File: config.mk
export PLATFORM = sky130hd
export DESIGN_NAME = sv_shape_cfg
export DESIGN_NICKNAME = d
export VERILOG_FILES = /design/src/rtl/sv_shape_pkg.sv /design/src/rtl/sv_vlen_engine.sv /design/src/rtl/sv_shape_template.sv /design/src/rtl/sv_shape_cfg.sv
export SDC_FILE = /design/constraint.sdc
export NUM_CORES = 1
export LEC_CHECK = 0
export ABC_AREA = 1
export ABC_CLOCK_PERIOD_IN_PS = 5600
export BUFFER_PORTS_ARGS = -buffer_cell sky130_fd_sc_hd__clkbuf_2
export CAP_MARGIN = 5
export CORE_ASPECT_RATIO = 1.5
export CORE_MARGIN = 5
export CORE_UTILIZATION = 53
export DETAILED_ROUTE_END_ITERATION = 12
export PLACE_DENSITY = 0.78
export SLEW_MARGIN = 10
export SYNTH_ARGS = -nofsm -noshare
export SYNTH_HDL_FRONTEND = slang
export SYNTH_HIERARCHICAL = 1
export SYNTH_SLANG_ARGS = --single-unit
File: constraint.sdc
create_clock -name clk_i -period 5.6 [get_ports clk_i]
set_input_delay 0 -clock clk_i [delete_from_list [all_inputs] [get_ports clk_i]]
set_output_delay 0 -clock clk_i [all_outputs]
set_load 0.03 [all_outputs]
File: src/rtl/sv_shape_pkg.sv
package sv_shape_pkg;
  localparam int DIM_W      = 5;
  localparam int FLD_W      = DIM_W + 1;
  localparam int VL_W       = 7;
  localparam int CNT_W      = $clog2(DIM_W + 1);
  localparam int XE_W       = 2 ** CNT_W;
  localparam int RED_W      = VL_W + 1;
  localparam int WIDE_W     = 3 * DIM_W + 1;
  localparam int NUM_SHAPES = 4;
  localparam int SHAPE_W    = 32;
  localparam int STATE_W    = 64;
  localparam int LOW_HI     = 31;
  localparam int REMAP_LO   = 32;
  localparam int REMAP_HI   = 46;
  localparam int PERSIST_B  = 62;
  localparam int VF_B       = 63;

  typedef logic [3:0]       mode_t;
  typedef logic [DIM_W-1:0] dim_t;
  typedef logic [VL_W-1:0]  vl_t;

  typedef enum logic [2:0] {
    K_MAT, K_LOG, K_OUTER, K_COS, K_HALF, K_RED, K_NONE
  } kind_e;

  typedef struct packed {
    logic [1:0]       submode;
    logic [1:0]       skip;
    logic [3:0]       offs;
    logic [2:0]       inv;
    logic [2:0]       perm;
    logic [FLD_W-1:0] zdim;
    logic [FLD_W-1:0] ydim;
    logic [FLD_W-1:0] xdim;
  } shape_t;

  function automatic kind_e kind_of(mode_t m);
    case (m)
      4'd0:                              return K_MAT;
      4'd1, 4'd2, 4'd4, 4'd10, 4'd12:    return K_LOG;
      4'd3, 4'd11:                       return K_OUTER;
      4'd5, 4'd13:                       return K_COS;
      4'd6, 4'd14, 4'd15:                return K_HALF;
      4'd7:                              return K_RED;
      default:                           return K_NONE;
    endcase
  endfunction
endpackage

File: src/rtl/sv_vlen_engine.sv
module sv_vlen_engine
  import sv_shape_pkg::*;
(
  input  logic  clk_i,
  input  logic  rst_ni,
  input  logic  start_i,
  input  mode_t mode_i,
  input  dim_t  xd_i,
  input  dim_t  yd_i,
  input  dim_t  zd_i,
  output logic  valid_o,
  output vl_t   vlen_o
);
  logic             run_q;
  kind_e            kind_q;
  dim_t             x_q, y_q, z_q;
  logic [CNT_W-1:0] k_q, k_d;
  vl_t              itc_q, itc_d, size_q, size_d, acc_q, acc_d;
  logic [RED_W-1:0] stp_q, stp_d, j_q, j_d;
  logic             valid_q;
  vl_t              vlen_q;

  logic             fin;
  vl_t              res;
  logic [XE_W-1:0]  x_ext;
  logic [RED_W-1:0] n_val;
  logic             tail_one;
  logic [WIDE_W-1:0] log_prod, out_term, mat_prod;

  assign x_ext    = XE_W'(x_q);
  assign tail_one = x_ext[k_q];   // bits above DIM_W read zero and end the count
  assign n_val    = RED_W'(x_q) + 1'b1;
  assign log_prod = WIDE_W'(n_val) * WIDE_W'(k_q);
  assign out_term = WIDE_W'(itc_q - 1'b1) * WIDE_W'(size_q);
  assign mat_prod = WIDE_W'(x_q) * WIDE_W'(y_q) * WIDE_W'(z_q);

  always_comb begin
    fin    = 1'b0;
    res    = '0;
    k_d    = k_q;
    itc_d  = itc_q;
    size_d = size_q;
    acc_d  = acc_q;
    stp_d  = stp_q;
    j_d    = j_q;
    case (kind_q)
      K_MAT: begin
        fin = 1'b1;
        res = mat_prod[VL_W-1:0];
      end
      K_LOG: begin
        if (tail_one) k_d = k_q + 1'b1;
        else begin
          fin = 1'b1;
          res = log_prod[VL_W-1:0];
        end
      end
      K_OUTER: begin
        if (tail_one) begin
          k_d    = k_q + 1'b1;
          acc_d  = acc_q + out_term[VL_W-1:0];
          size_d = {size_q[VL_W-2:0], 1'b0};
          itc_d  = itc_q >> 1;
        end else begin
          fin = 1'b1;
          res = acc_q;
        end
      end
      K_COS: begin
        if (tail_one) begin
          k_d   = k_q + 1'b1;
          acc_d = acc_q + itc_q;
          itc_d = itc_q >> 1;
        end else begin
          fin = 1'b1;
          res = acc_q;
        end
      end
      K_HALF: begin
        fin = 1'b1;
        res = n_val[VL_W-1:0];
      end
      K_RED: begin
        if (stp_q < n_val) begin
          if (j_q + stp_q < n_val) begin
            acc_d = acc_q + 1'b1;
            j_d   = j_q + {stp_q[RED_W-2:0], 1'b0};
          end else begin
            stp_d = {stp_q[RED_W-2:0], 1'b0};
            j_d   = '0;
          end
        end else begin
          fin = 1'b1;
          res = acc_q;
        end
      end
      default: begin
        fin = 1'b1;
        res = '0;
      end
    endcase
  end

  always_ff @(posedge clk_i or negedge rst_ni) begin
    if (!rst_ni) begin
      run_q   <= 1'b0;
      kind_q  <= K_NONE;
      x_q     <= '0;
      y_q     <= '0;
      z_q     <= '0;
      k_q     <= '0;
      itc_q   <= '0;
      size_q  <= '0;
      acc_q   <= '0;
      stp_q   <= '0;
      j_q     <= '0;
      valid_q <= 1'b0;
      vlen_q  <= '0;
    end else begin
      valid_q <= 1'b0;
      if (start_i) begin
        run_q  <= 1'b1;
        kind_q <= kind_of(mode_i);
        x_q    <= xd_i;
        y_q    <= yd_i;
        z_q    <= zd_i;
        k_q    <= '0;
        itc_q  <= vl_t'((RED_W'(xd_i) + 1'b1) >> 1);
        size_q <= vl_t'(1);
        acc_q  <= '0;
        stp_q  <= RED_W'(1);
        j_q    <= '0;
      end else if (run_q) begin
        k_q    <= k_d;
        itc_q  <= itc_d;
        size_q <= size_d;
        acc_q  <= acc_d;
        stp_q  <= stp_d;
        j_q    <= j_d;
        if (fin) begin
          run_q   <= 1'b0;
          valid_q <= 1'b1;
          vlen_q  <= res;
        end
      end
    end
  end

  assign valid_o = valid_q;
  assign vlen_o  = vlen_q;

  AST_LOG_LIMIT: assert property (@(posedge clk_i) disable iff (!rst_ni)
    run_q |-> (k_q <= CNT_W'(DIM_W))) else $error("log count overrun");
  AST_VALID_PULSE: assert property (@(posedge clk_i) disable iff (!rst_ni)
    valid_q |=> !valid_q) else $error("valid held");
endmodule

File: src/rtl/sv_shape_template.sv
module sv_shape_template
  import sv_shape_pkg::*;
(
  input  mode_t  mode_i,
  input  dim_t   xd_i,
  input  dim_t   yd_i,
  input  dim_t   zd_i,
  output shape_t shp_o [NUM_SHAPES]
);
  shape_t t;
  logic   inv_kind;

  assign inv_kind = mode_i[3];

  always_comb begin
    for (int i = 0; i < NUM_SHAPES; i++) shp_o[i] = '0;
    t      = '0;
    t.xdim = FLD_W'(xd_i);
    t.zdim = FLD_W'(zd_i);
    case (kind_of(mode_i))
      K_MAT: begin
        t.ydim = FLD_W'(yd_i);
        shp_o[0] = t;  shp_o[0].skip = 2'd3;
        shp_o[1] = t;  shp_o[1].perm = 3'd1;  shp_o[1].skip = 2'd1;
        shp_o[2] = t;  shp_o[2].perm = 3'd1;  shp_o[2].skip = 2'd3;
        shp_o[3] = t;  shp_o[3].skip = 2'd3;
      end
      K_LOG: begin
        if (mode_i == 4'd1) begin
          t.submode = 2'd1;
          shp_o[0] = t;
          shp_o[1] = t;  shp_o[1].skip = 2'd1;
          shp_o[2] = t;  shp_o[2].skip = 2'd2;
        end else begin
          t.submode = inv_kind ? 2'd3 : 2'd1;
          t.perm    = inv_kind ? 3'd3 : 3'd1;
          t.inv     = inv_kind ? 3'd0 : 3'd1;
          t.ydim    = mode_i[2] ? FLD_W'(3) : FLD_W'(1);
          shp_o[0] = t;  shp_o[0].skip = 2'd1;
          shp_o[1] = t;
          shp_o[2] = t;  shp_o[2].skip = 2'd2;  shp_o[2].zdim = '0;
          if (!mode_i[2]) begin
            shp_o[3] = t;  shp_o[3].skip = 2'd3;
          end
        end
      end
      K_OUTER: begin
        t.submode = inv_kind ? 2'd3 : 2'd1;
        t.perm    = inv_kind ? 3'd3 : 3'd4;
        t.inv     = inv_kind ? 3'd5 : 3'd0;
        t.ydim    = FLD_W'(2);
        shp_o[0] = t;
        shp_o[1] = t;  shp_o[1].skip = 2'd1;
        shp_o[2] = t;  shp_o[2].zdim = '0;
      end
      K_COS: begin
        t.submode = 2'd1;
        t.ydim    = FLD_W'(4);
        t.inv     = inv_kind ? 3'd0 : 3'd1;
        shp_o[0] = t;
        shp_o[1] = t;  shp_o[1].skip = 2'd2;
        shp_o[2] = t;  shp_o[2].skip = 2'd3;
      end
      K_HALF: begin
        t.ydim    = FLD_W'(5);
        t.perm    = (mode_i == 4'd14) ? 3'd1 : 3'd0;
        t.submode = (mode_i == 4'd15) ? 2'd1 : 2'd3;
        shp_o[0] = t;
      end
      K_RED: begin
        t.submode = 2'd2;
        shp_o[0] = t;
        shp_o[1] = t;  shp_o[1].skip = 2'd1;
      end
      default: ;
    endcase
  end
endmodule

File: src/rtl/sv_shape_cfg.sv
module sv_shape_cfg
  import sv_shape_pkg::*;
(
  input  logic                clk_i,
  input  logic                rst_ni,
  input  logic                start_i,
  input  logic [3:0]          mode_i,
  input  logic [DIM_W-1:0]    xd_i,
  input  logic [DIM_W-1:0]    yd_i,
  input  logic [DIM_W-1:0]    zd_i,
  input  logic                vf_i,
  input  logic [STATE_W-1:0]  state_i,
  output logic                busy_o,
  output logic                done_o,
  output logic [STATE_W-1:0]  state_o,
  output logic [SHAPE_W-1:0]  shape0_o,
  output logic [SHAPE_W-1:0]  shape1_o,
  output logic [SHAPE_W-1:0]  shape2_o,
  output logic [SHAPE_W-1:0]  shape3_o
);
  logic               busy_q, done_q, take;
  mode_t              mode_q;
  dim_t               x_q, y_q, z_q;
  logic               vf_q;
  logic [STATE_W-1:0] st_q, state_q, st_next;
  logic               eng_valid;
  vl_t                eng_vlen;
  shape_t             tpl     [NUM_SHAPES];
  shape_t             shape_q [NUM_SHAPES];
  logic [FLD_W-1:0]   mult;
  logic [WIDE_W-1:0]  mv_prod;

  assign take = start_i && !busy_q;

  sv_vlen_engine u_engine (
    .clk_i   (clk_i),
    .rst_ni  (rst_ni),
    .start_i (take),
    .mode_i  (mode_i),
    .xd_i    (xd_i),
    .yd_i    (yd_i),
    .zd_i    (zd_i),
    .valid_o (eng_valid),
    .vlen_o  (eng_vlen)
  );

  sv_shape_template u_tpl (
    .mode_i (mode_q),
    .xd_i   (x_q),
    .yd_i   (y_q),
    .zd_i   (z_q),
    .shp_o  (tpl)
  );

  assign mult    = (mode_q == 4'd0) ? FLD_W'(1) : FLD_W'(z_q) + 1'b1;
  assign mv_prod = WIDE_W'(eng_vlen) * WIDE_W'(mult);

  always_comb begin
    st_next            = st_q;
    st_next[LOW_HI:0]  = '0;
    if (!st_q[PERSIST_B]) begin
      st_next[REMAP_HI:REMAP_LO] = '0;
      st_next[PERSIST_B]         = 1'b0;
    end
    st_next[VF_B]             = vf_q;
    st_next[VL_W-1:0]         = mv_prod[VL_W-1:0];
    st_next[2*VL_W-1:VL_W]    = eng_vlen;
  end

  always_ff @(posedge clk_i or negedge rst_ni) begin
    if (!rst_ni) begin
      busy_q  <= 1'b0;
      done_q  <= 1'b0;
      mode_q  <= '0;
      x_q     <= '0;
      y_q     <= '0;
      z_q     <= '0;
      vf_q    <= 1'b0;
      st_q    <= '0;
      state_q <= '0;
    end else begin
      done_q <= eng_valid;
      if (take) begin
        busy_q <= 1'b1;
        mode_q <= mode_i;
        x_q    <= xd_i;
        y_q    <= yd_i;
        z_q    <= zd_i;
        vf_q   <= vf_i;
        st_q   <= state_i;
      end else if (eng_valid) begin
        busy_q  <= 1'b0;
        state_q <= st_next;
      end
    end
  end

  for (genvar g = 0; g < NUM_SHAPES; g++) begin : g_shape
    always_ff @(posedge clk_i or negedge rst_ni) begin
      if (!rst_ni)        shape_q[g] <= '0;
      else if (eng_valid) shape_q[g] <= tpl[g];
    end
  end

  assign busy_o   = busy_q;
  assign done_o   = done_q;
  assign state_o  = state_q;
  assign shape0_o = shape_q[0];
  assign shape1_o = shape_q[1];
  assign shape2_o = shape_q[2];
  assign shape3_o = shape_q[3];

  AST_DONE_PULSE: assert property (@(posedge clk_i) disable iff (!rst_ni)
    done_o |=> !done_o) else $error("done held");
  AST_DONE_IDLE: assert property (@(posedge clk_i) disable iff (!rst_ni)
    done_o |-> !busy_o) else $error("done while busy");
  AST_START_BUSY: assert property (@(posedge clk_i) disable iff (!rst_ni)
    (start_i && !busy_o) |=> busy_o) else $error("start not taken");
  AST_HOLD_OUT: assert property (@(posedge clk_i) disable iff (!rst_ni)
    !eng_valid |=> ($stable(state_o) && $stable(shape0_o) && $stable(shape3_o)))
    else $error("output moved outside completion");
  AST_MAXVL_ZERO: assert property (@(posedge clk_i) disable iff (!rst_ni)
    (done_o && state_o[2*VL_W-1:VL_W] == '0) |-> (state_o[VL_W-1:0] == '0))
    else $error("maxvl without vlen");
endmodule

# ---- After elaboration in Yosys (flattened, before gate mapping)
# Memories as Yosys holds them, arrays and structs flattened. A register that Yosys moved wholly into a read port is not among the register bits.
# Index checks and enable logic that the tools add are counted.
dict set report op_classes {
  add_sub_neg 10
  n_mul 5
  n_lt_le_gt_ge 3
  n_eq_ne 18
  muxes 64
  bitwise_logic 1
  reduce_logical 25
}
# op count
set ops {}
lappend ops {{$pmux W32 S6} 1}
lappend ops {{$pmux W32 S5} 1}
lappend ops {{$pmux W32 S4} 1}
lappend ops {{$mux W7} 17}
lappend ops {{$mux W96} 1}
lappend ops {{$mux W8} 10}
lappend ops {{$mux W32} 2}
lappend ops {{$pmux W32 S2} 1}
lappend ops {{$pmux W7 S5} 1}
lappend ops {{$pmux W7 S3} 1}
lappend ops {{$add A5 B1 Y6 const B} 3}
lappend ops {{$mux W3} 6}
lappend ops {{$add A8 B8 Y8} 2}
lappend ops {{$lt A8 B8 Y1} 2}
lappend ops {{$mul A16 B7 Y7} 1}
lappend ops {{$reduce_bool A2 Y1} 8}
lappend ops {{$mux W15} 1}
lappend ops {{$reduce_and A3 Y1} 5}
lappend ops {{$add A7 B7 Y7} 2}
lappend ops {{$mux W1} 14}
lappend ops {{$eq A3 B2 Y1 const B} 4}
lappend ops {{$eq A3 B3 Y1 const B} 4}
lappend ops {{$ne A3 B2 Y1 const B} 4}
lappend ops {{$mul A10 B5 Y7} 1}
lappend ops {{26 further kinds} 33}
dict set report totals {
  reg_bits 308
  romBits 96
  in_bits 87
  output_inout_bits 194
  elab_cells 178
  n_memories 2
}
# name depth width rd rd_ports_with_merged_regs write_ports line_no
set memory_table {}
lappend memory_table {{(name not given)} 16 3 1 1 0 sv_shape_pkg.sv:38} ;# case (m)
lappend memory_table {{(name not given)} 16 3 1 0 0 sv_shape_pkg.sv:38}

# ---- Depth between registers and ports, before layout
# Gate-level depths: netlist of run 1.
dict set report depth {
  depth_word 7
  ltp_mapped 31
  depth_no_buf 30
}

# ---- Hierarchy
# The synthesis of run 1 kept the hierarchy.
# module instances cells_per_inst area_per_inst_um2
set by_module_without_submodules {}
lappend by_module_without_submodules {sv_shape_cfg 1 1088 9451.6}
lappend by_module_without_submodules {sv_vlen_engine 1 981 6946.7}
lappend by_module_without_submodules {sv_shape_template 1 251 1417.6}

# ---- Worst setup path after synthesis of run 1
# Ideal clock, no wire load.
dict set report synth_path {
  kind {register to register}
  startpoint {register u_engine.x_q[0]}
  endpoint {register u_engine.vlen_q[6], in the netlist u_engine/vlen_o[6]}
  setup_time_ns 0.116
  t_arrival_ns 5.103
  t_required_ns 5.484
  slack_ns 0.380
  path_stages_with_launch 28
  synth_period_minus_slack_ns 5.220
  cell_sequence {dfrtp_1 clkbuf_1 nand2_1 inv_1 ha_1 ha_1 inv_1 fa_1 fa_1 nor2_1 fa_1 fa_1 inv_1 fa_1 inv_1 ha_1 nand2_1 nand2_1 a31oi_1 nand3_1 nand2_1 inv_1 nand2_1 nand2_1 nand2_1 nand2_1 nand2_1 nand2_1}
}
dict set report synth_via {
  elab_chain_cells 5
  word_cells_on_any_way 15
  cone_classes {1 x add/sub; 3 x mul; 1 x order compare; 9 x mux; 1 x reduce/logical}
}
# item line_no
set synth_rtl {}
lappend synth_rtl {{start, declared} sv_vlen_engine.sv:16} ;# dim_t x_q, y_q, z_q;
lappend synth_rtl {{start signal, assigned} sv_vlen_engine.sv:124} ;# x_q <= xd_i;
lappend synth_rtl {{parallel branches: the longest is 5 deep, another holds $mul A5 B5 Y10} -}
lappend synth_rtl {{end signal, assigned} sv_vlen_engine.sv:143} ;# vlen_q <= res;
lappend synth_rtl {{end, declared} sv_vlen_engine.sv:21} ;# vl_t vlen_q;
# Several ways; the timed one is not identified. The select of a mux whose other input is x is not followed.
# A chain may end at the register's enable or synchronous reset.

# ---- Worst setup path after layout of run 1
dict set report layout_path {
  startpoint {register u_engine.y_q[2]}
  endpoint {register u_engine.vlen_q[6], in the netlist u_engine/vlen_o[6]}
}
dict set report layout_via {
  elab_chain_cells 3
}
# item line_no
set layout_rtl {}
lappend layout_rtl {{start, declared} sv_vlen_engine.sv:16}
lappend layout_rtl {{start signal, assigned} sv_vlen_engine.sv:125} ;# y_q <= yd_i;
lappend layout_rtl {{$mul A5 B5 Y10} sv_vlen_engine.sv:35} ;# assign mat_prod = WIDE_W'(x_q) * WIDE_W'(y_q) * WIDE_W'(z_q);
lappend layout_rtl {{$mul A10 B5 Y7} sv_vlen_engine.sv:35}
lappend layout_rtl {{$pmux W7 S5} sv_vlen_engine.sv:46} ;# case (kind_q)
# No other way between the ends.

==> impl_results.md, run 1 <==
- Result of the run: complete, no violations
- Share of cells above drive strength 1: 0.157
- Measured slew at the worst slew-check pin: 1.20 ns
- Ys async rst share: 1.00
- Total routing resource utilization after global routing: 0.256
- Pwr dens: 674 nW/um^2
- Master of the slowest instance on the critical path: fa_1
- Number of detailed-route iterations in the first pass: 5
- Number of clock sinks seen by CTS: 291
- Peak VDD IR: 0.000402 V
- Horizontal extent of the die: 160 um
- Portion of the clock cycle consumed by the worst path in the final layout: 0.940
- Die area: 37,500 um^2
- Peak fanout along the critical path: 7
- HPWL after detailed placement: 35,100 um
- Type of origin of the critical path: register
- Violation count after the first detailed-routing iteration: 1,192
- Clock Latency Late Sink: 0.55 ns
- Number of max-slew violations in the final report: 0
- H-tree levels: 1
- Global-route wire length before repair: 78,700 um
- Critical path capture point type: register
- Final core occ: 0.620
- Mapped Cells: 2,320
- Final Critical Period: 5.26 ns
- Highest clock rate: 0.190 GHz
- Average routed wire per standard cell: 16.1 um
- Buf/Inv on CP: 5
- Worst Clk Skew: 0.00900 ns
- Main flop type after synthesis: dfrtp_1
- Average instance area after synthesis: 7.68 um^2
- Worst endpoint required time: 6.05 ns
- Most common cell type on the critical path: nand2_1
- Via count of the first global-routing pass: 15.6k
- Worst setup path class: register to register
- Lkg Pwr: 11.8 nW
- Yosys Warn Count: 6
- Sequential element share of the synthesized area: 0.409
- CTS clock-pin slew for the worst setup and hold paths: 0.06 ns
- Post-DRT Antenna Nets: 0
- FF+latch count, synth: 291
- Number of standard-cell rows in the floorplan: 82
- Highest-count cells in the layout ignoring fill and taps: nand2_1, dfrtp_1, inv_1
- Buffer depth of the longest clock path: 3
- Number of nets at the end of the flow: 2,788
- Leading cell type in the layout, fill and taps excluded: nand2_1
- Syn-to-layout area delta: 16.0%
- Path class of the lowest-slack min-delay path: primary input to asynchronous set/reset pin
- Maximum number of pins on one net before global-route repair: 144
- Final setup fails: 0
- Post-synth design cell area: 17,800 um^2
- Routability congestion estimate: 0.930
- Starting Density: 0.534
- Initial antenna violation count: 1
- Clock tree root driver cell: clkbuf_16
- Critical Path AT: 5.71 ns
- DRC Markers: 0
- Synth cell types: 54
- Height of the chip: 235 um
- PortBufs: 229
- Number of I/O pins: 281
- Number of enable flip-flop cells after synthesis: 0
- Number of CTS-inserted buffers: 29
- Routed via count divided by cell count: 5.22
- Max capacitance violation total: 0
- Final wirelength: 48,500 um
- Post-layout total power: 0.0139 W
- TritonCTS clock tree: done
- Floorplan core area: 33,300 um^2
- Top delay family on crit path: adder cells
- Residual overflow from global routing: 0
- Slew margin rel.: 0.202
- Delay of the slowest cell on the worst path: 0.58 ns
- Final Hold Fails: 0
- Total number of vias: 15.7k
## registers in the layout (all words and copies together) (netlist names), 3 cells and up
signal and flops:
u_engine/kind_q 3, mode_q 4, u_engine/z_q 5, z_q 5, shape1_o 32, shape2_o 32
u_engine/vlen_o 7, shape3_o 32, x_q 5, state_o 46, u_engine/y_q 5, u_engine/stp_q 8
st_q 31, u_engine/itc_q 5, u_engine/k_q 3, shape0_o 32, u_engine/acc_q 7, u_engine/j_q 7
y_q 5, u_engine/size_q 7, u_engine/x_q 5
## timing repair
action                     CTS  global route
setup endpoints to repair    0             1
hold endpoints to repair   155             0
hold buffers                62             0
gates resized for setup      0             7
buffers inserted             0             5
## logic make-up after synthesis
| family | share of synthesized area |
|---|---|
| buffers and inverters | 0.108 |
| other | 0.000422 |
| DFF | 0.409 |
| adders and majority gates | 0.114 |
| xor gates and xnor gates | 0.0127 |
| and+or+nand+nor | 0.297 |
| AOI/OAI and AO/OA | 0.0590 |
## synthesized netlist by cell type, types with 6 or more instances
cell | count | area (um^2)
ha_1 | 94 | 1180
nand4_1 | 27 | 169
a21oi_1 | 29 | 145
nand3_1 | 124 | 621
inv_1 | 251 | 942
fa_1 | 43 | 861
nor2_4 | 10 | 113
buf_4 | 70 | 526
nor3_1 | 8 | 40.0
nand2_1 | 943 | 3540
o21ai_0 | 90 | 450
xnor2_1 | 12 | 105
o211ai_1 | 7 | 52.6
inv_2 | 26 | 97.6
nor2_2 | 7 | 43.8
nor2_1 | 103 | 387
dfrtp_1 | 289 | 7230
buf_2 | 13 | 65.1
nand3_2 | 6 | 60.1
o21ai_2 | 15 | 131
xor2_1 | 12 | 105
nand2_2 | 15 | 93.8
buf_1 | 8 | 30.0
clkbuf_1 | 43 | 161
o21ai_1 | 21 | 105
## layer usage
layer,GRT usage,wire [um],part of all wire
met2,0.466,24800,0.51
met5,0,13,0.00027
met4,0.126,2680,0.055
met1,0.302,18600,0.38
met3,0.0287,2480,0.051
## worst reg2reg max path, cell delays in order (launching register included)
cell and delay (ns):
dfrtp_1 0.45, nand2_1 0.10, inv_1 0.05, ha_1 0.27, ha_1 0.28, inv_1 0.06
fa_1 0.58, fa_2 0.48, nor2_2 0.13, fa_1 0.44, fa_1 0.54, inv_1 0.05
fa_1 0.52, inv_1 0.04, ha_1 0.33, nand2_1 0.08, nand2_1 0.06, a31oi_2 0.17
nand3_1 0.10, nand2_1 0.09, inv_1 0.04, nand2_1 0.05, nand2_1 0.05, nand2_1 0.05
nand2_1 0.06, nand2_1 0.06, nand2_1 0.04
## path summary, 6_finish.rpt
path                            cells after the start                         from  slack [ns]                        endpoint
worst max-delay path                               26  u_engine/y_q[2]$_DFFE_PN0P_        0.34  u_engine/vlen_o[6]$_DFFE_PN0P_
worst min-delay path                                2                       rst_ni        0.04        shape3_o[11]$_DFFE_PN0P_
worst max register to register                     26  u_engine/y_q[2]$_DFFE_PN0P_        0.34  u_engine/vlen_o[6]$_DFFE_PN0P_
worst min register to register                      2     shape3_o[21]$_DFFE_PN0P_        0.47        shape3_o[21]$_DFFE_PN0P_
max in group asynchronous                           3                       rst_ni        4.23        shape0_o[14]$_DFFE_PN0P_
min in group clk_i                                  4                  state_i[38]        0.20            st_q[38]$_DFFE_PN0P_
## power by group
part	switching [W]	internal (W)
registers	0.000884	0.00298
logic	0.00540	0.00243
clock network	0.000851	0.00138
total	0.00713	0.00679
## metrics by stage
stage	setup TNS [ns]	cells	hold slack (ns)	instance area (um^2)	setup slack (ns)
after CTS	0	3001	0.0610	20600	0.256
final	0	3007	0.0372	20700	0.339
after global placement	0	2886	0.0319	18900	0.318
after global routing	-0.00511	3006	0.101	20700	-0.00511
after detailed placement	0	2886	0.0396	18900	0.274
after floorplan	0	2370	-0.296	18000	0.380
## cell type report
| type | instances | area (um^2) |
|---|---|---|
| fill | 2860 | 12700 |
| multi-input combinational | 1659 | 8810 |
| sequential | 291 | 7290 |
| timing repair buffer | 304 | 1890 |
| inverter | 279 | 1050 |
| clock buffer | 35 | 798 |
| tap | 420 | 526 |
| clock inverter | 18 | 304 |
| antenna | 1 | 2.50 |
Note: power is estimated with default switching activity, not from simulation.
==> run 2: changes to the inputs <==
--- a/config.mk
+++ b/config.mk
@@ -7,5 +7,5 @@
 export LEC_CHECK = 0
 export ABC_AREA = 1
-export ABC_CLOCK_PERIOD_IN_PS = 5600
+export ABC_CLOCK_PERIOD_IN_PS = 4780
 export BUFFER_PORTS_ARGS = -buffer_cell sky130_fd_sc_hd__clkbuf_2
 export CAP_MARGIN = 5
@@ -14,5 +14,5 @@
 export CORE_UTILIZATION = 53
 export DETAILED_ROUTE_END_ITERATION = 12
-export PLACE_DENSITY = 0.78
+export PLACE_DENSITY = 0.8
 export SLEW_MARGIN = 10
 export SYNTH_ARGS = -nofsm -noshare
==> constraint.sdc (replaced) <==
create_clock -name clk_i -period 4.78 [get_ports clk_i]
set_input_delay 0.478 -clock clk_i [delete_from_list [all_inputs] [get_ports clk_i]]
set_output_delay 0.478 -clock clk_i [all_outputs]
set_load 0.03 [all_outputs]
==> impl_results.md, run 2 (same netlist as run 1, synthesis figures left out) <==
- Via count of the first global-routing pass: 15.2k (-3.0%)
- Number of I/O pins: 281 (unchanged)
- Portion of the clock cycle consumed by the worst path in the final layout: 1.02 (+0.0824)
- Post-layout total power: 0.0163 W (+17%)
- Worst setup path class: register to register
- PortBufs: 229 (unchanged)
- Min-Delay Startpoint: state_i[44]
- Final Hold Fails: 0 (unchanged)
- Proportion of total power due to net switching: 0.517 (+0.00505)
- Number of standard-cell rows in the floorplan: 82 (unchanged)
- TritonCTS clock tree: done
- Number of max-slew violations in the final report: 0 (unchanged)
- Syn-to-layout area delta: 13.3%
- Path class of the lowest-slack min-delay path: primary input to register
- CTS clock-pin slew for the worst setup and hold paths: 0.06 ns (about the same)
- Clock Latency Late Sink: 0.58 ns (+0.03 ns)
- Global-route wire length before repair: 76,100 um (-3.3%)
- Seq pwr share: 0.270 (-0.007)
- Floorplan core area: 33,300 um^2 (unchanged)
- Height of the chip: 235 um (unchanged)
- Cell internal pwr: 0.00789 W (+16%)
- Worst Hold Path Cells: 3
- Buffer depth of the longest clock path: 3 (unchanged)
- Number of nets at the end of the flow: 2,744 (-1.6%)
- Result of the run: finished with violations
- Initial antenna violation count: 0 (-1)
- Failing checks: negative setup slack
- Measured slew at the worst slew-check pin: 1.12 ns (-0.0767 ns)
- RSZ-0062 raised after global routing: true
- Average routed wire per standard cell: 16.0 um (-1.2%)
- Hold Slack: 0.0969 ns (+0.0596 ns)
- # diodes: 0 (-1)
- Final wirelength: 47,300 um (-2.6%)
- HPWL after detailed placement: 35,500 um (+1.2%)
- Slew margin rel.: 0.253 (+0.0512)
- Final total negative setup slack: -0.126 ns (-0.126 ns)
- H-tree levels: 1 (unchanged)
- Final Critical Period: 4.88 ns (-0.376 ns)
- Type of origin of the critical path: register
- Number of CTS-inserted buffers: 29 (unchanged)
- Total routing resource utilization after global routing: 0.248 (-0.00863)
- Lkg Pwr: 11.6 nW (-1.8%)
- Violation count after the first detailed-routing iteration: 1,131 (-5.1%)
- Max FFs per register: 46 (unchanged)
- Share of cells above drive strength 1: 0.171 (+0.0141)
- R2r worst-path depth: 26 (unchanged)
- Highest-count cells in the layout ignoring fill and taps: nand2_1, dfrtp_1, inv_1
- R2R Setup Slk: -0.10 ns (-0.44 ns)
- Final setup fails: 2 (+2)
- Critical path capture point type: register
- Critical register-to-register path startpoint: u_engine/x_q[1]$_DFFE_PN0P_
- Clk network pwr share: 0.150 (-0.010)
- Max capacitance violation total: 0 (unchanged)
- Peak VDD IR: 0.000422 V (+5.0%)
- Worst Setup Slack, final: -0.105 ns (-0.444 ns)
- Horizontal extent of the die: 160 um (unchanged)
- Total number of vias: 15.5k (-1.6%)
- Routability congestion estimate: 0.942 (+1.2%)
- Peak fanout along the critical path: 4 (-3)
- Residual overflow from global routing: 0 (unchanged)
- Pwr dens: 809 nW/um^2 (+20%)
- Final core occ: 0.606 (-0.0144)
- Combinational power share: 0.580 (+0.018)
- Net load switching power: 0.00845 W (+18%)
- Leading cell type in the layout, fill and taps excluded: nand2_1
- Maximum number of pins on one net before global-route repair: 111 (-23%)
- Starting Density: 0.534 (unchanged)
- Placed Instance Area: 19,000 um^2 (+0.78%)
- Worst endpoint required time: 5.23 ns (-0.82 ns)
- Highest clock rate: 0.205 GHz (+7.7%)
- Clock tree root driver cell: clkbuf_16
- Worst Clk Skew: 0.0267 ns (+0.0177 ns)
- Count of fill cells added during filler insertion: 2,994 (+4.7%)
- Routed via count divided by cell count: 5.22 (-0.14%)
- Total non-filler cell area in the finished layout: 20,200 um^2 (-2.3%)
- Endpoint of the worst hold path: st_q[44]$_DFFE_PN0P_
- Critical register-to-register path endpoint: u_engine/vlen_o[6]$_DFFE_PN0P_
- Number of clock sinks seen by CTS: 291 (unchanged)
- Post-DRT Antenna Nets: 0 (unchanged)
- Critical Path AT: 5.34 ns (-0.37 ns)
- Die area: 37,500 um^2 (unchanged)
- Number of detailed-route iterations in the first pass: 5 (unchanged)
- DRC Markers: 0 (unchanged)
==> run 2: through the flow <==
stage	setup WS (ns)	std cells
floorplan	-0.0468	2370
global placement	-0.0876	2904
detailed placement	-0.134	2904
CTS	-0.123	2961
global route	-0.304	2963
finish	-0.105	2963
==> run 2: layer usage <==
metal  up-vias  wire length (um)  GRT usage  share of wire
met4         0              2540      0.124          0.054
li1       7481                 -          -              -
met3       131              2420     0.0326          0.051
met1      7345             18000      0.290           0.38
met5         -                 0          0              0
met2       503             24300      0.448           0.51
==> run 2: power by group through the flow <==
stage               combinational, W  sequential, W  clock, W
global placement             0.00896        0.00438         0
detailed placement           0.00925        0.00443         0
finish                       0.00948        0.00441   0.00245
floorplan                    0.00596        0.00527         0
CTS                          0.00932        0.00440   0.00249
global route                  0.0106        0.00454   0.00260
==> run 2: layout make-up <==
cell class / instances / area [um^2] / area share
sequential: 291 / 7290 / 0.361
clock inverter: 21 / 253 / 0.0125
clock buffer: 33 / 781 / 0.0387
multi-input combinational: 1659 / 8890 / 0.440
tap: 420 / 526 / 0.0260
inverter: 279 / 1050 / 0.0522
timing repair buffer: 260 / 1400 / 0.0695
==> run 2: how the worst max path moves through the flow <==
stage | from | to | cells after the start
final | u_engine/x_q[1]$_DFFE_PN0P_ | u_engine/vlen_o[6]$_DFFE_PN0P_ | 26
after detailed placement | u_engine/y_q[3]$_DFFE_PN0P_ | u_engine/vlen_o[6]$_DFFE_PN0P_ | 26
after floorplan | u_engine/x_q[0]$_DFFE_PN0P_ | u_engine/vlen_o[6]$_DFFE_PN0P_ | 27
after CTS | u_engine/x_q[0]$_DFFE_PN0P_ | u_engine/vlen_o[6]$_DFFE_PN0P_ | 26
after global placement | u_engine/x_q[1]$_DFFE_PN0P_ | u_engine/vlen_o[6]$_DFFE_PN0P_ | 26
after global routing | u_engine/x_q[1]$_DFFE_PN0P_ | u_engine/vlen_o[6]$_DFFE_PN0P_ | 26
==> run 2: what timing repair did <==
action / in CTS / in global routing
setup endpoints to repair: 2 / 4
hold endpoints to repair: 90 / 0
gates resized for setup: 1 / 14
pin swaps: 0 / 7
setup buffers: 2 / 2
hold buffers: 1 / 0
==> run 2: worst max-delay path, stage by stage (launching register included) <==
cell and delay (ns):
dfrtp_1 0.41, nand2_1 0.11, inv_2 0.06, ha_4 0.24, ha_4 0.26, inv_2 0.03, fa_1 0.48, fa_1 0.55
nor2_2 0.05, fa_1 0.49, fa_1 0.53, inv_1 0.05, fa_1 0.49, inv_2 0.05, ha_4 0.22, nand2_1 0.05
nand2_1 0.05, a31oi_2 0.16, inv_1 0.06, nand2_1 0.06, nand2_1 0.06, nand3_1 0.07, nand2_1 0.06, nand2_1 0.05
nand2_1 0.05, nand2_1 0.06, nand2_1 0.04
